$ cat src/rtl/sixstep_pkg.sv
package sixstep_pkg;

    localparam int NPH      = 3;
    localparam int CODE_W   = NPH;
    localparam int PH_IDX_W = $clog2(NPH);

    typedef enum logic [PH_IDX_W-1:0] {
        PH_A = 2'd0,
        PH_B = 2'd1,
        PH_C = 2'd2
    } phase_e;

    typedef enum logic [1:0] {
        K_STOP  = 2'd0,
        K_ALIGN = 2'd1,
        K_COMM  = 2'd2
    } kind_e;

    typedef struct packed {
        kind_e  kind;
        phase_e drv;   // phase switched by PWM
        phase_e ret;   // phase whose low switch is held on
    } step_t;

    typedef struct packed {
        logic [NPH-1:0] hi;
        logic [NPH-1:0] lo;
    } gates_t;

    localparam logic [CODE_W-1:0] CODE_STOP  = '0;
    localparam logic [CODE_W-1:0] CODE_ALIGN = '1;

    // Forward table; reverse direction looks it up with the complemented code.
    function automatic step_t decode_step(input logic [CODE_W-1:0] code,
                                          input logic rev);
        step_t s;
        logic [CODE_W-1:0] c;
        s.kind = K_STOP;
        s.drv  = PH_A;
        s.ret  = PH_A;
        if (code == CODE_ALIGN) begin
            s.kind = K_ALIGN;
            s.drv  = PH_A;
            s.ret  = PH_B;
        end else if (code != CODE_STOP) begin
            c = rev ? ~code : code;
            s.kind = K_COMM;
            case (c)
                3'b110:  begin s.drv = PH_B; s.ret = PH_C; end
                3'b100:  begin s.drv = PH_A; s.ret = PH_C; end
                3'b101:  begin s.drv = PH_A; s.ret = PH_B; end
                3'b001:  begin s.drv = PH_C; s.ret = PH_B; end
                3'b011:  begin s.drv = PH_C; s.ret = PH_A; end
                3'b010:  begin s.drv = PH_B; s.ret = PH_A; end
                default: s.kind = K_STOP;
            endcase
        end
        return s;
    endfunction

    function automatic gates_t build_gates(input step_t s,
                                           input logic pwm,
                                           input logic async_m,
                                           input logic braking);
        gates_t g;
        g.hi = '0;
        g.lo = '0;
        if (braking) begin
            g.lo = '1;
        end else begin
            case (s.kind)
                K_ALIGN: begin
                    g.hi[PH_A] = pwm;
                    g.lo[PH_A] = ~pwm & ~async_m;
                    g.lo[PH_B] = 1'b1;
                    g.lo[PH_C] = 1'b1;
                end
                K_COMM: begin
                    g.hi[s.drv] = pwm;
                    g.lo[s.drv] = ~pwm & ~async_m;
                    g.lo[s.ret] = 1'b1;
                end
                default: ;
            endcase
        end
        return g;
    endfunction

endpackage

$ cat src/rtl/ss_sync.sv
module ss_sync #(
    parameter int          W       = 1,
    parameter int          STAGES  = 2,
    parameter logic [W-1:0] RST_VAL = '0
) (
    input  logic         clk,
    input  logic         rst,
    input  logic [W-1:0] d,
    output logic [W-1:0] q
);
    logic [W-1:0] chain [STAGES];

    always_ff @(posedge clk) begin
        if (rst) chain[0] <= RST_VAL;
        else     chain[0] <= d;
    end

    for (genvar i = 1; i < STAGES; i++) begin : g_stage
        always_ff @(posedge clk) begin
            if (rst) chain[i] <= RST_VAL;
            else     chain[i] <= chain[i-1];
        end
    end

    assign q = chain[STAGES-1];
endmodule

$ cat src/rtl/ss_step_lut.sv
module ss_step_lut
    import sixstep_pkg::*;
(
    input  logic [CODE_W-1:0] code_i,
    input  logic              rev_i,
    output step_t             step_o
);
    always_comb step_o = decode_step(code_i, rev_i);
endmodule

$ cat src/rtl/ss_gate_reg.sv
module ss_gate_reg
    import sixstep_pkg::*;
(
    input  logic   clk,
    input  logic   rst,
    input  step_t  step_i,
    input  logic   pwm_i,
    input  logic   async_i,
    input  logic   brake_n_i,
    output gates_t gates_o
);
    gates_t gates_q;
    gates_t gates_d;

    always_comb gates_d = build_gates(step_i, pwm_i, async_i, ~brake_n_i);

    always_ff @(posedge clk) begin
        if (rst) gates_q <= '0;
        else     gates_q <= gates_d;
    end

    assign gates_o = gates_q;


    brake_force_chk: assert property (@(posedge clk) disable iff (rst)
        !brake_n_i |=> (gates_q.hi == '0) && (gates_q.lo == '1));


    stop_off_chk: assert property (@(posedge clk) disable iff (rst)
        (brake_n_i && step_i.kind == K_STOP) |=> (gates_q.hi == '0) && (gates_q.lo == '0));


    async_lo_off_chk: assert property (@(posedge clk) disable iff (rst)
        (brake_n_i && async_i && step_i.kind == K_COMM)
        |=> !gates_q.lo[$past(step_i.drv)] && gates_q.lo[$past(step_i.ret)]);


    pwm_follow_chk: assert property (@(posedge clk) disable iff (rst)
        (brake_n_i && step_i.kind != K_STOP)
        |=> gates_q.hi[$past(step_i.drv)] == $past(pwm_i));


    sync_inverse_chk: assert property (@(posedge clk) disable iff (rst)
        (brake_n_i && !async_i && step_i.kind != K_STOP)
        |=> gates_q.lo[$past(step_i.drv)] == !$past(pwm_i));
endmodule

$ cat src/rtl/bldc_sixstep_dec.sv
module bldc_sixstep_dec
    import sixstep_pkg::*;
#(
    parameter int SYNC_STAGES = 2
) (
    input  logic       clk,
    input  logic       rst,
    input  logic       pwm_in,
    input  logic [2:0] hall_in,
    input  logic       dir_in,
    input  logic       brake_n,
    input  logic       async_mode,
    output logic [2:0] gate_hi,
    output logic [2:0] gate_lo
);
    localparam int SYN_W = CODE_W + 2;
    // Position resets to stop, brake resets to released.
    localparam logic [SYN_W-1:0] SYN_RST = {{CODE_W{1'b0}}, 1'b0, 1'b1};

    logic [SYN_W-1:0] syn_q;
    logic [CODE_W-1:0] code_s;
    logic              dir_s;
    logic              brake_n_s;
    step_t             step;
    gates_t            gates;

    ss_sync #(
        .W       (SYN_W),
        .STAGES  (SYNC_STAGES),
        .RST_VAL (SYN_RST)
    ) u_sync (
        .clk (clk),
        .rst (rst),
        .d   ({hall_in, dir_in, brake_n}),
        .q   (syn_q)
    );

    assign code_s    = syn_q[SYN_W-1:2];
    assign dir_s     = syn_q[1];
    assign brake_n_s = syn_q[0];

    ss_step_lut u_lut (
        .code_i (code_s),
        .rev_i  (dir_s),
        .step_o (step)
    );

    ss_gate_reg u_gate (
        .clk       (clk),
        .rst       (rst),
        .step_i    (step),
        .pwm_i     (pwm_in),
        .async_i   (async_mode),
        .brake_n_i (brake_n_s),
        .gates_o   (gates)
    );

    assign gate_hi = gates.hi;
    assign gate_lo = gates.lo;

    for (genvar p = 0; p < NPH; p++) begin : g_phase_chk

        no_shoot_chk: assert property (@(posedge clk) disable iff (rst)
            !(gate_hi[p] && gate_lo[p]));
    end


    one_high_chk: assert property (@(posedge clk) disable iff (rst)
        $onehot0(gate_hi));


    reset_clear_chk: assert property (@(posedge clk)
        rst |=> (gate_hi == '0) && (gate_lo == '0));
endmodule

$ cat config.mk
export PLATFORM = sky130hd
export DESIGN_NAME = bldc_sixstep_dec
export DESIGN_NICKNAME = d
export VERILOG_FILES = /design/src/rtl/sixstep_pkg.sv /design/src/rtl/ss_sync.sv /design/src/rtl/ss_step_lut.sv /design/src/rtl/ss_gate_reg.sv /design/src/rtl/bldc_sixstep_dec.sv
export SDC_FILE = /design/constraint.sdc
export NUM_CORES = 1
export LEC_CHECK = 0
export ABC_AREA = 1
export BUFFER_PORTS_ARGS = -buffer_cell sky130_fd_sc_hd__buf_2
export CORE_AREA = 2 2 39 41
export DETAILED_ROUTE_END_ITERATION = 6
export DIE_AREA = 0 0 41 43
export GPL_TIMING_DRIVEN = 0
export PLACE_DENSITY = 0.72
export RECOVER_POWER = 25
export SYNTH_ARGS = -nofsm -noshare
export SYNTH_HDL_FRONTEND = slang
export SYNTH_SLANG_ARGS = --single-unit
$ cat constraint.sdc
create_clock -name clk -period 3.1 [get_ports clk]
set_clock_uncertainty 0.1 [all_clocks]
set_input_delay 0.31 -clock clk [delete_from_list [all_inputs] [get_ports clk]]
set_output_delay 0.31 -clock clk [all_outputs]
set_load 0.05 [all_outputs]
==> results.yml, run 1 <==
sta:
  worstMarginPinSlew_ns: 0.3977
  setup_viol: 0
  period_share_pct: 41.02
  fin_ws_ns: 1.828
  fin_crit_ns: 1.272
  grt_setup_unrepaired: "false"
  slew_violations: 0
  finalSetupTns_ns: 0
  hold_violations: 0
  slew_headroom_pct: 73.48
  fmax_mhz: 786.4
critical_path:
  worstSetupEndpoint: "u_gate.gates_o[2]"
  path_delay_family: "flip-flops"
  start_kind: "flip-flop"
  rr_worst_depth: 7
  crit_buf_inv: 2
  reg2reg_to: "u_gate.gates_o[2]"
  r2r_slack_ns: 1.83
  worst-endpoint-required_ns: 3.18
  timing.rr.start: "u_sync.chain[1][1]"
  cp.arrival_ns: 1.36
  crit_path_max_fanout: 7
  path_depth: 7
  crit_path_top_delay_cell: "dfxtp_1"
  startpoint: "u_sync.chain[1][1]"
  slowest_delay_ns: 0.45
  path_cells: "inv_2 > nand2_1 > nand2_2 > nand2_2 > o21ai_0 > o21ai_0 > inv_1"
  end_kind: "flip-flop"
  critPathKind: "flip-flop to flip-flop"
yosys:
  synth_nets: 95
  yosysSeqAreaShare_pct: 51.00
  synthDistinctLibCells: 14
  yosysWarnings: 0
  synth-seq-cells: 16
  synthCells: 86
  syn-cell-area_um2: 628.1
  avgSynthCellArea_um2: 7.304
global_route:
  antenna_found_initial: 0
  grt_max_degree: 11
  grtUsageTotal_pct: 14.88
  grt.overflow.total: 0
  grt_pass1_wl_um: 1662
  first_global_vias: 463
floorplan:
  coreArea_um2: 1384
  initial_core_util_pct: 45.39
  dieArea_um2: 1763
  die_x_um: 41
  die_h_um: 43
  num_rows: 14
  io_pins: 15
place:
  globalplace.congestion: 0.7260
  place_hpwl_um: 779.6
  port_buffers: 14
  place_ws_ns: 1.825
  dpl_cell_area_um2: 718.2
routing:
  drt-initial-drc-count: 6
  vias: 546
  wirelength_um: 968
  via_per_inst: 4.588
  drtAntennaViolNets: 0
  drc_errors: 0
  wl_per_cell_um: 8.134
  drt_pass1_iterations: 3
cells_and_area:
  antenna_cells: 0
  layout.nets: 114
  drive_gt1_share_pct: 25.24
  layout_common_cells: "nand2_1 (21), inv_1 (16), dfxtp_1 (16)"
  syn_to_final_growth_pct: 17.73
  final_common_cell: "nand2_1"
  stdcell_area_um2: 739.5
power_and_ir_drop:
  power.density_nw_per_um2: 515.5
  irDropWorstVdd_mv: 0.2483
  power.leakage_nw: 0.3998
clocking:
  clkTransAtPathRegs_ns: 0.08
  cts-resized-gates: 0
  clk_latency_ns: 0.28
  root_buffer: "clkbuf_4"
  cts_setup_buffers: 0
  cts_made_buffers: 3
  clk_path_buf_depth: 2
  ctsHtreeMaxLevel: 1
  ctsHoldBuffers: 0
  clock_sinks: 16
  cts_tree: "done"
job:
  drv_cap: 0
outcome:
  outcome: "completed"
worst_hold_path:
  hold_path_class: "input port to flip-flop"
[power breakdown]
group          switching (mW)  internal, mW  leakage, nW
sequential            0.00431         0.215        0.132
combinational          0.0366        0.0182        0.254
clock                  0.0616        0.0452       0.0138
[registers in the layout, indices dropped and copies added (netlist names)]
signal,flops
u_sync.chain,10
u_gate.gates_o,6
[metrics by stage]
step,power [mW],utilization [%],hold WS [ns],cells
after CTS,0.3878,53.53,0.09348,119
after global routing,0.4005,53.44,0.1085,119
after detailed placement,0.2804,51.90,0.2949,116
final,0.3812,53.44,0.1009,119
after global placement,0.2785,51.90,0.2887,116
after floorplan,0.2661,-,0.2883,86
[Yosys cell counts]
cell / number / area [µm²]
nor2_1: 11 / 41.29
o21a_1: 1 / 7.510
inv_2: 1 / 3.750
clkbuf_1: 1 / 3.750
a21oi_1: 1 / 5.000
dfxtp_1: 16 / 320.3
nand3_1: 5 / 25.02
nand3_2: 1 / 10.01
o21ai_0: 4 / 20.02
nand2_2: 5 / 31.28
inv_1: 16 / 60.06
nand2_1: 21 / 78.83
or2_2: 2 / 12.51
a21oi_2: 1 / 8.760
[area by class of cell]
| class | instances | area [µm²] |
|---|---|---|
| Buffer | 1 | 3.754 |
| Clock buffer | 3 | 22.52 |
| Fill cell | 144 | 644.4 |
| Inverter | 17 | 63.81 |
| Multi-Input combinational cell | 52 | 240.2 |
| Sequential cell | 16 | 320.3 |
| Tap cell | 16 | 20.02 |
| Timing Repair Buffer | 14 | 68.82 |
[per-layer routing]
metal / vias up / wire [µm] / share of wire, % / track usage, %
li1: 289 / - / - / -
met1: 238 / 367 / 38 / 14.52
met2: 15 / 505 / 52 / 22.81
met3: 4 / 54 / 5.6 / 4.712
met4: 0 / 40 / 4.1 / 14.00
met5: - / 0 / 0 / 0
[logic make-up (layout without fill, tap and decap cells)]
logic type | after synthesis | in the layout | share of synthesized area (%)
DFF | 16 | 16 | 51.00
buffers and inverters | 18 | 35 | 10.76
AOI/OAI and AO/OA | 7 | 7 | 6.574
and+or+nand+nor | 45 | 45 | 31.67
[worst min path at each step]
stage / startpoint / end / slack, ns / depth (start not counted)
2_1_floorplan: u_sync.chain[0][1] / u_sync.chain[1][1] / 0.29 / 2
3_3_place_gp: u_sync.chain[0][1] / u_sync.chain[1][1] / 0.29 / 2
3_5_place_dp: u_sync.chain[0][0] / u_sync.chain[1][0] / 0.29 / 1
4_1_cts: brake_n / u_sync.chain[0][0] / 0.09 / 2
5_1_grt: brake_n / u_sync.chain[0][0] / 0.11 / 2
6_report: brake_n / u_sync.chain[0][0] / 0.10 / 2
No activity file was read; power rests on OpenSTA's default activity.
==> inputs of run 2 (changes only) <==
--- a/config.mk
+++ b/config.mk
@@ -7,11 +7,11 @@
 export LEC_CHECK = 0
 export ABC_AREA = 1
 export BUFFER_PORTS_ARGS = -buffer_cell sky130_fd_sc_hd__buf_2
-export CORE_AREA = 2 2 39 41
+export CORE_MARGIN = 2
+export CORE_UTILIZATION = 44
 export DETAILED_ROUTE_END_ITERATION = 6
-export DIE_AREA = 0 0 41 43
 export GPL_TIMING_DRIVEN = 0
-export PLACE_DENSITY = 0.72
+export PLACE_DENSITY = 0.7
 export RECOVER_POWER = 25
 export SYNTH_ARGS = -nofsm -noshare
 export SYNTH_HDL_FRONTEND = slang
==> constraint.sdc (replaced) <==
create_clock -name clk -period 1 [get_ports clk]
set_clock_uncertainty 0.1 [all_clocks]
set_input_delay 0.1 -clock clk [delete_from_list [all_inputs] [get_ports clk]]
set_output_delay 0.1 -clock clk [all_outputs]
set_load 0.05 [all_outputs]
==> run 2 against run 1 <==
Effect of this change: the run now ends with setup timing left; wire length is 28% higher; hold slack worse by 0.10 ns; non-clock buffer count is 7 higher; register-to-register slack worse by 2.0 ns; via count is 5.7% higher; clock-buffer cell count is 1 higher; clock power grew to 3.2 times the previous value; die area is 0.99% lower; global-route usage is 0.28 points higher; combinational power grew to 4.1 times the previous value; power grew to 3.3 times the previous value; utilization is 14 points higher; critical path type unchanged; largest power group unchanged.
==> results.yml, run 2 (synthesis results as in run 1) <==
outcome:
  outcome: "finished with violations"
  violations: "setup timing"
critical_path:
  rr_worst_depth: 8
  crit_path_max_fanout: 7
  path_delay_family: "flip-flops"
  end_kind: "flip-flop"
  crit_top_cell: "nand2_2"
  r2r_slack_ns: -0.13
  crit_path_top_delay_cell: "dfxtp_4"
  worstSetupEndpoint: "u_gate.gates_o[0]"
  path_depth: 8
  path_cells: "inv_6 > nand2_2 > nand2_2 > nand2_2 > nand3_2 > nand2_1 > nand2_1 > a21oi_2"
  cp.arrival_ns: 1.25
  reg2reg_to: "u_gate.gates_o[0]"
  startpoint: "u_sync.chain[1][1]"
  slowest_delay_ns: 0.41
  crit_buf_inv: 1
  timing.rr.start: "u_sync.chain[1][1]"
  start_kind: "flip-flop"
  critPathKind: "flip-flop to flip-flop"
  worst-endpoint-required_ns: 1.12
sta:
  grt_setup_unrepaired: "true"
  hold_violations: 0
  finalSetupTns_ns: -0.4320
  fin_ws_ns: -0.1258
  slew_headroom_pct: 72.75
  slew_violations: 0
  fmax_mhz: 888.3
  fin_crit_ns: 1.126
  setup_viol: 5
  period_share_pct: 112.6
  worstMarginPinSlew_ns: 0.4087
global_route:
  first_global_vias: 494
  grt_pass1_wl_um: 1918
  grtUsageTotal_pct: 15.16
  grt_max_degree: 11
  grt.overflow.total: 0
  antenna_found_initial: 0
place:
  dpl_cell_area_um2: 725.7
  dp.cells: 115
  port_buffers: 14
  place_hpwl_um: 820.6
  globalplace.congestion: 0.7349
routing:
  via_per_inst: 4.579
  drtAntennaViolNets: 0
  vias: 577
  drt_pass1_iterations: 4
  wl_per_cell_um: 9.841
  drc_errors: 0
  drt-initial-drc-count: 2
  wirelength_um: 1240
power_and_ir_drop:
  combPwrFrac_pct: 17.8
  power.leakage_nw: 0.4490
  seq_power_share_pct: 54.7
  power.density_nw_per_um2: 1406
  p_switching_mw: 0.3389
  clockPowerShare_pct: 27.5
  intPower_mw: 0.9175
  irDropWorstVdd_mv: 0.9565
  p_sw_share_pct: 26.97
clocking:
  ctsHtreeMaxLevel: 1
  clkTransAtPathRegs_ns: 0.08
  clock_sinks: 16
  root_buffer: "clkbuf_4"
  clk_latency_ns: 0.28
  cts_tree: "done"
  cts_made_buffers: 3
  clk_path_buf_depth: 2
job:
  drv_cap: 0
floorplan:
  num_rows: 13
  coreArea_um2: 1318
  initial_core_util_pct: 47.67
  dieArea_um2: 1746
  io_pins: 15
  die_x_um: 41.78
  die_h_um: 41.78
cells_and_area:
  instances_no_fill: 126
  stdcell_area_um2: 893.4
  drive_gt1_share_pct: 37.84
  final_util_pct: 67.81
  layout_common_cells: "nand2_1 (18), inv_1 (14), nor2_1 (11)"
  antenna_cells: 0
  max_flop_register: "u_sync.chain"
  syn_to_final_growth_pct: 42.23
  largest_register_ffs: 10
  final_common_cell: "nand2_1"
  layout.nets: 121
worst_hold_path:
  hold_path_class: "input port to flip-flop"
run 2: final cells by class:
cell class	count	area (µm²)
well taps	15	18.77
inverters	17	68.82
fillers	105	424.2
flip-flops and latches	16	334.1
repair buffers	21	175.2
clock buffers	4	26.28
plain buffers	1	3.754
multi-input cells	52	266.5
run 2: through the flow:
step	setup slack [ns]	hold WS, ns	power (mW)
final	-0.1258	0.0009666	1.256
after global routing	-0.1944	0.03692	1.314
after CTS	-0.1142	0.004959	1.247
after detailed placement	-0.09625	0.1845	0.8715
after global placement	-0.09392	0.1855	0.8663
after floorplan	-0.02341	0.1038	0.8264
run 2: worst min path at each step:
stage               slack [ns]                  to  cells after the start    start
floorplan                 0.10  u_sync.chain[0][0]                      1  brake_n
global placement          0.19  u_sync.chain[0][0]                      2  brake_n
detailed placement        0.18  u_sync.chain[0][0]                      2  brake_n
CTS                      0.005   u_gate.gates_o[2]                      4      rst
global route              0.04   u_gate.gates_o[1]                      4      rst
finish                   0.001   u_gate.gates_o[2]                      4      rst
run 2: power by group through the flow:
stage / Sequential [mW] / Clock [mW] / Combinational, mW
after floorplan: 0.739 / 0 / 0.0879
after global placement: 0.695 / 0 / 0.171
after detailed placement: 0.698 / 0 / 0.174
after CTS: 0.686 / 0.352 / 0.209
after global routing: 0.691 / 0.378 / 0.244
final: 0.687 / 0.345 / 0.224
run 2: per-layer routing:
layer	routed length, µm	part of all wire, %	track usage, %	vias up
met2	644	52	27.50	15
met4	41	3.3	11.61	0
li1	-	-	-	305
met3	52	4.2	5.217	5
met5	0	0	0	-
met1	502	40	13.40	252
run 2: worst reg2reg max path: stages, from the launching register on:
cell and delay (ns):
dfxtp_4 0.41, inv_6 0.05, nand2_2 0.06, nand2_2 0.05, nand2_2 0.10, nand3_2 0.07
nand2_1 0.06, nand2_1 0.06, a21oi_2 0.11
run 2: repair_timing:
item                                   CTS  global route
resized for setup                       13            14
hold buffers                             6             0
pin swaps                                2             4
endpoints found under the hold margin    6             0
setup endpoints to repair               10            12
setup buffers                            1             0
==> inputs of run 3 (changes only) <==
--- a/config.mk
+++ b/config.mk
@@ -9,8 +9,11 @@
 export BUFFER_PORTS_ARGS = -buffer_cell sky130_fd_sc_hd__buf_2
 export CORE_MARGIN = 2
 export CORE_UTILIZATION = 44
+export CTS_BUF_LIST = sky130_fd_sc_hd__clkbuf_8 sky130_fd_sc_hd__clkbuf_16
 export DETAILED_ROUTE_END_ITERATION = 6
+export GPL_ROUTABILITY_DRIVEN = 0
 export GPL_TIMING_DRIVEN = 0
+export MAX_ROUTING_LAYER = met4
 export PLACE_DENSITY = 0.7
 export RECOVER_POWER = 25
 export SYNTH_ARGS = -nofsm -noshare
==> run 3 against run 2 <==
Effect of this change: the run still ends with setup timing left; critical path type unchanged; non-clock buffer count decreased by 1; sequential cell count unchanged; final cell count decreased by 0.79%; register-to-register slack about the same; largest power group unchanged.
==> results.yml, run 3 (synthesis results as in run 1) <==
outcome:
  outcome: "finished with violations"
  violations: "setup timing"
global_route:
  grt_pass1_wl_um: 1925
  grtUsageTotal_pct: 15.12
  antenna_found_initial: 0
  grt.overflow.total: 0
  grt_max_degree: 11
  first_global_vias: 499
critical_path:
  path_cells: "inv_6 > nand2_2 > nand2_4 > nand2_4 > nand3_2 > nand2_1 > nand2_1 > a21oi_2"
  start_kind: "flip-flop"
  end_kind: "flip-flop"
  worst-endpoint-required_ns: 1.08
  crit_path_top_delay_cell: "dfxtp_4"
  critPathKind: "flip-flop to flip-flop"
  slowest_delay_ns: 0.40
  path_delay_family: "flip-flops"
  cp.arrival_ns: 1.20
  crit_path_max_fanout: 7
  crit_buf_inv: 1
power_and_ir_drop:
  irDropWorstVdd_mv: 1.462
  p_switching_mw: 0.3458
  seq_power_share_pct: 49.9
  power.density_nw_per_um2: 1559
  clockPowerShare_pct: 34.4
  combPwrFrac_pct: 15.6
  power.leakage_nw: 0.4475
  intPower_mw: 1.021
  p_sw_share_pct: 25.29
clocking:
  clkTransAtPathRegs_ns: 0.06
  clk_latency_ns: 0.24
  ctsHtreeMaxLevel: 1
  root_buffer: "clkbuf_8"
  ctsHoldBuffers: 5
  clock_sinks: 16
  cts_tree: "done"
  clk_path_buf_depth: 2
  cts_made_buffers: 3
cells_and_area:
  max_flop_register: "u_sync.chain"
  syn_to_final_growth_pct: 39.64
  layout.nets: 120
  stdcell_area_um2: 877.1
  drive_gt1_share_pct: 34.55
  layout_common_cells: "nand2_1 (18), inv_1 (15), dfxtp_1 (12)"
  n_fill_cell: 109
  final_common_cell: "nand2_1"
  antenna_cells: 0
  largest_register_ffs: 10
sta:
  finalSetupTns_ns: -0.3880
  fin_crit_ns: 1.116
  setup_viol: 5
  slew_violations: 0
  fin_ws_ns: -0.1160
  slew_headroom_pct: 72.88
  period_share_pct: 111.6
  grt_setup_unrepaired: "true"
  fmax_mhz: 896.0
  worstMarginPinSlew_ns: 0.4068
  hold_violations: 0
routing:
  wirelength_um: 1232
  via_per_inst: 4.592
  wl_per_cell_um: 9.856
  drtAntennaViolNets: 0
  drc_errors: 0
  vias: 574
  drt-initial-drc-count: 7
  drt_pass1_iterations: 5
floorplan:
  initial_core_util_pct: 47.67
  coreArea_um2: 1318
  die_h_um: 41.78
  num_rows: 13
  die_x_um: 41.78
  dieArea_um2: 1746
  io_pins: 15
place:
  place_hpwl_um: 820.6
  port_buffers: 14
  dpl_cell_area_um2: 725.7
worst_hold_path:
  hold_path_class: "input port to flip-flop"
job:
  drv_cap: 0
[run 3: path summary, 6_finish.rpt]
kind,startpoint,endpoint,slack [ns],cells after the start
worst max register to register,u_sync.chain[1][1],u_gate.gates_o[0],-0.12,8
worst max-delay path,u_sync.chain[1][1],u_gate.gates_o[0],-0.12,8
worst min-delay path,rst,u_sync.chain[1][0],0.01,2
worst min register to register,u_sync.chain[0][2],u_sync.chain[1][2],0.29,2
[run 3: repair_timing]
action / in CTS / in global routing
setup endpoints to repair: 9 / 7
cloned: 0 / 0
buffers inserted: 1 / 0
resized for setup: 7 / 13
endpoints found under the hold margin: 6 / 1
pin swaps: 0 / 4
[run 3: layout make-up]
| class | instances | area [µm²] | area share [%] |
|---|---|---|---|
| buffer | 1 | 3.754 | 0.4280 |
| sequential | 16 | 332.8 | 37.95 |
| timing repair buffer | 20 | 141.4 | 16.12 |
| clock buffer | 3 | 41.29 | 4.708 |
| clock inverter | 1 | 3.754 | 0.4280 |
| tap | 15 | 18.77 | 2.140 |
| inverter | 17 | 68.82 | 7.846 |
| multi-input combinational | 52 | 266.5 | 30.39 |
[run 3: worst reg2reg max path, cell delays in order, from the launching register on]
cell and delay, ns:
dfxtp_4 0.40, inv_6 0.05, nand2_2 0.08, nand2_4 0.07, nand2_4 0.09, nand3_2 0.05, nand2_1 0.06, nand2_1 0.05
a21oi_2 0.10
[run 3: through the flow]
step / power (mW) / std cells / utilization, % / worst slack (ns) / hold WS, ns
detailed placement: 0.8715 / 115 / 55.08 / -0.09625 / 0.1845
finish: 1.367 / 125 / 66.57 / -0.1160 / 0.01453
floorplan: 0.8264 / 86 / - / -0.02341 / 0.1038
global placement: 0.8663 / 115 / 55.08 / -0.09392 / 0.1855
CTS: 1.370 / 125 / 63.91 / -0.1153 / -0.01555
global route: 1.427 / 125 / 66.57 / -0.2028 / 0.04172
[run 3: routing by layer]
metal	vias up	GRT usage, %	share of wire [%]	routed length [µm]
li1	303	-	-	-
met1	256	12.87	37	460
met2	13	29.38	57	707
met3	2	5.217	4.1	51
met4	0	5.806	0.97	12
met5	-	-	0	0
[run 3: power groups by stage]
stage	clock network (mW)	registers [mW]	logic, mW
after floorplan	0	0.739	0.0879
after detailed placement	0	0.698	0.174
after global placement	0	0.695	0.171
after global routing	0.507	0.686	0.234
after CTS	0.485	0.685	0.200
final	0.470	0.683	0.214
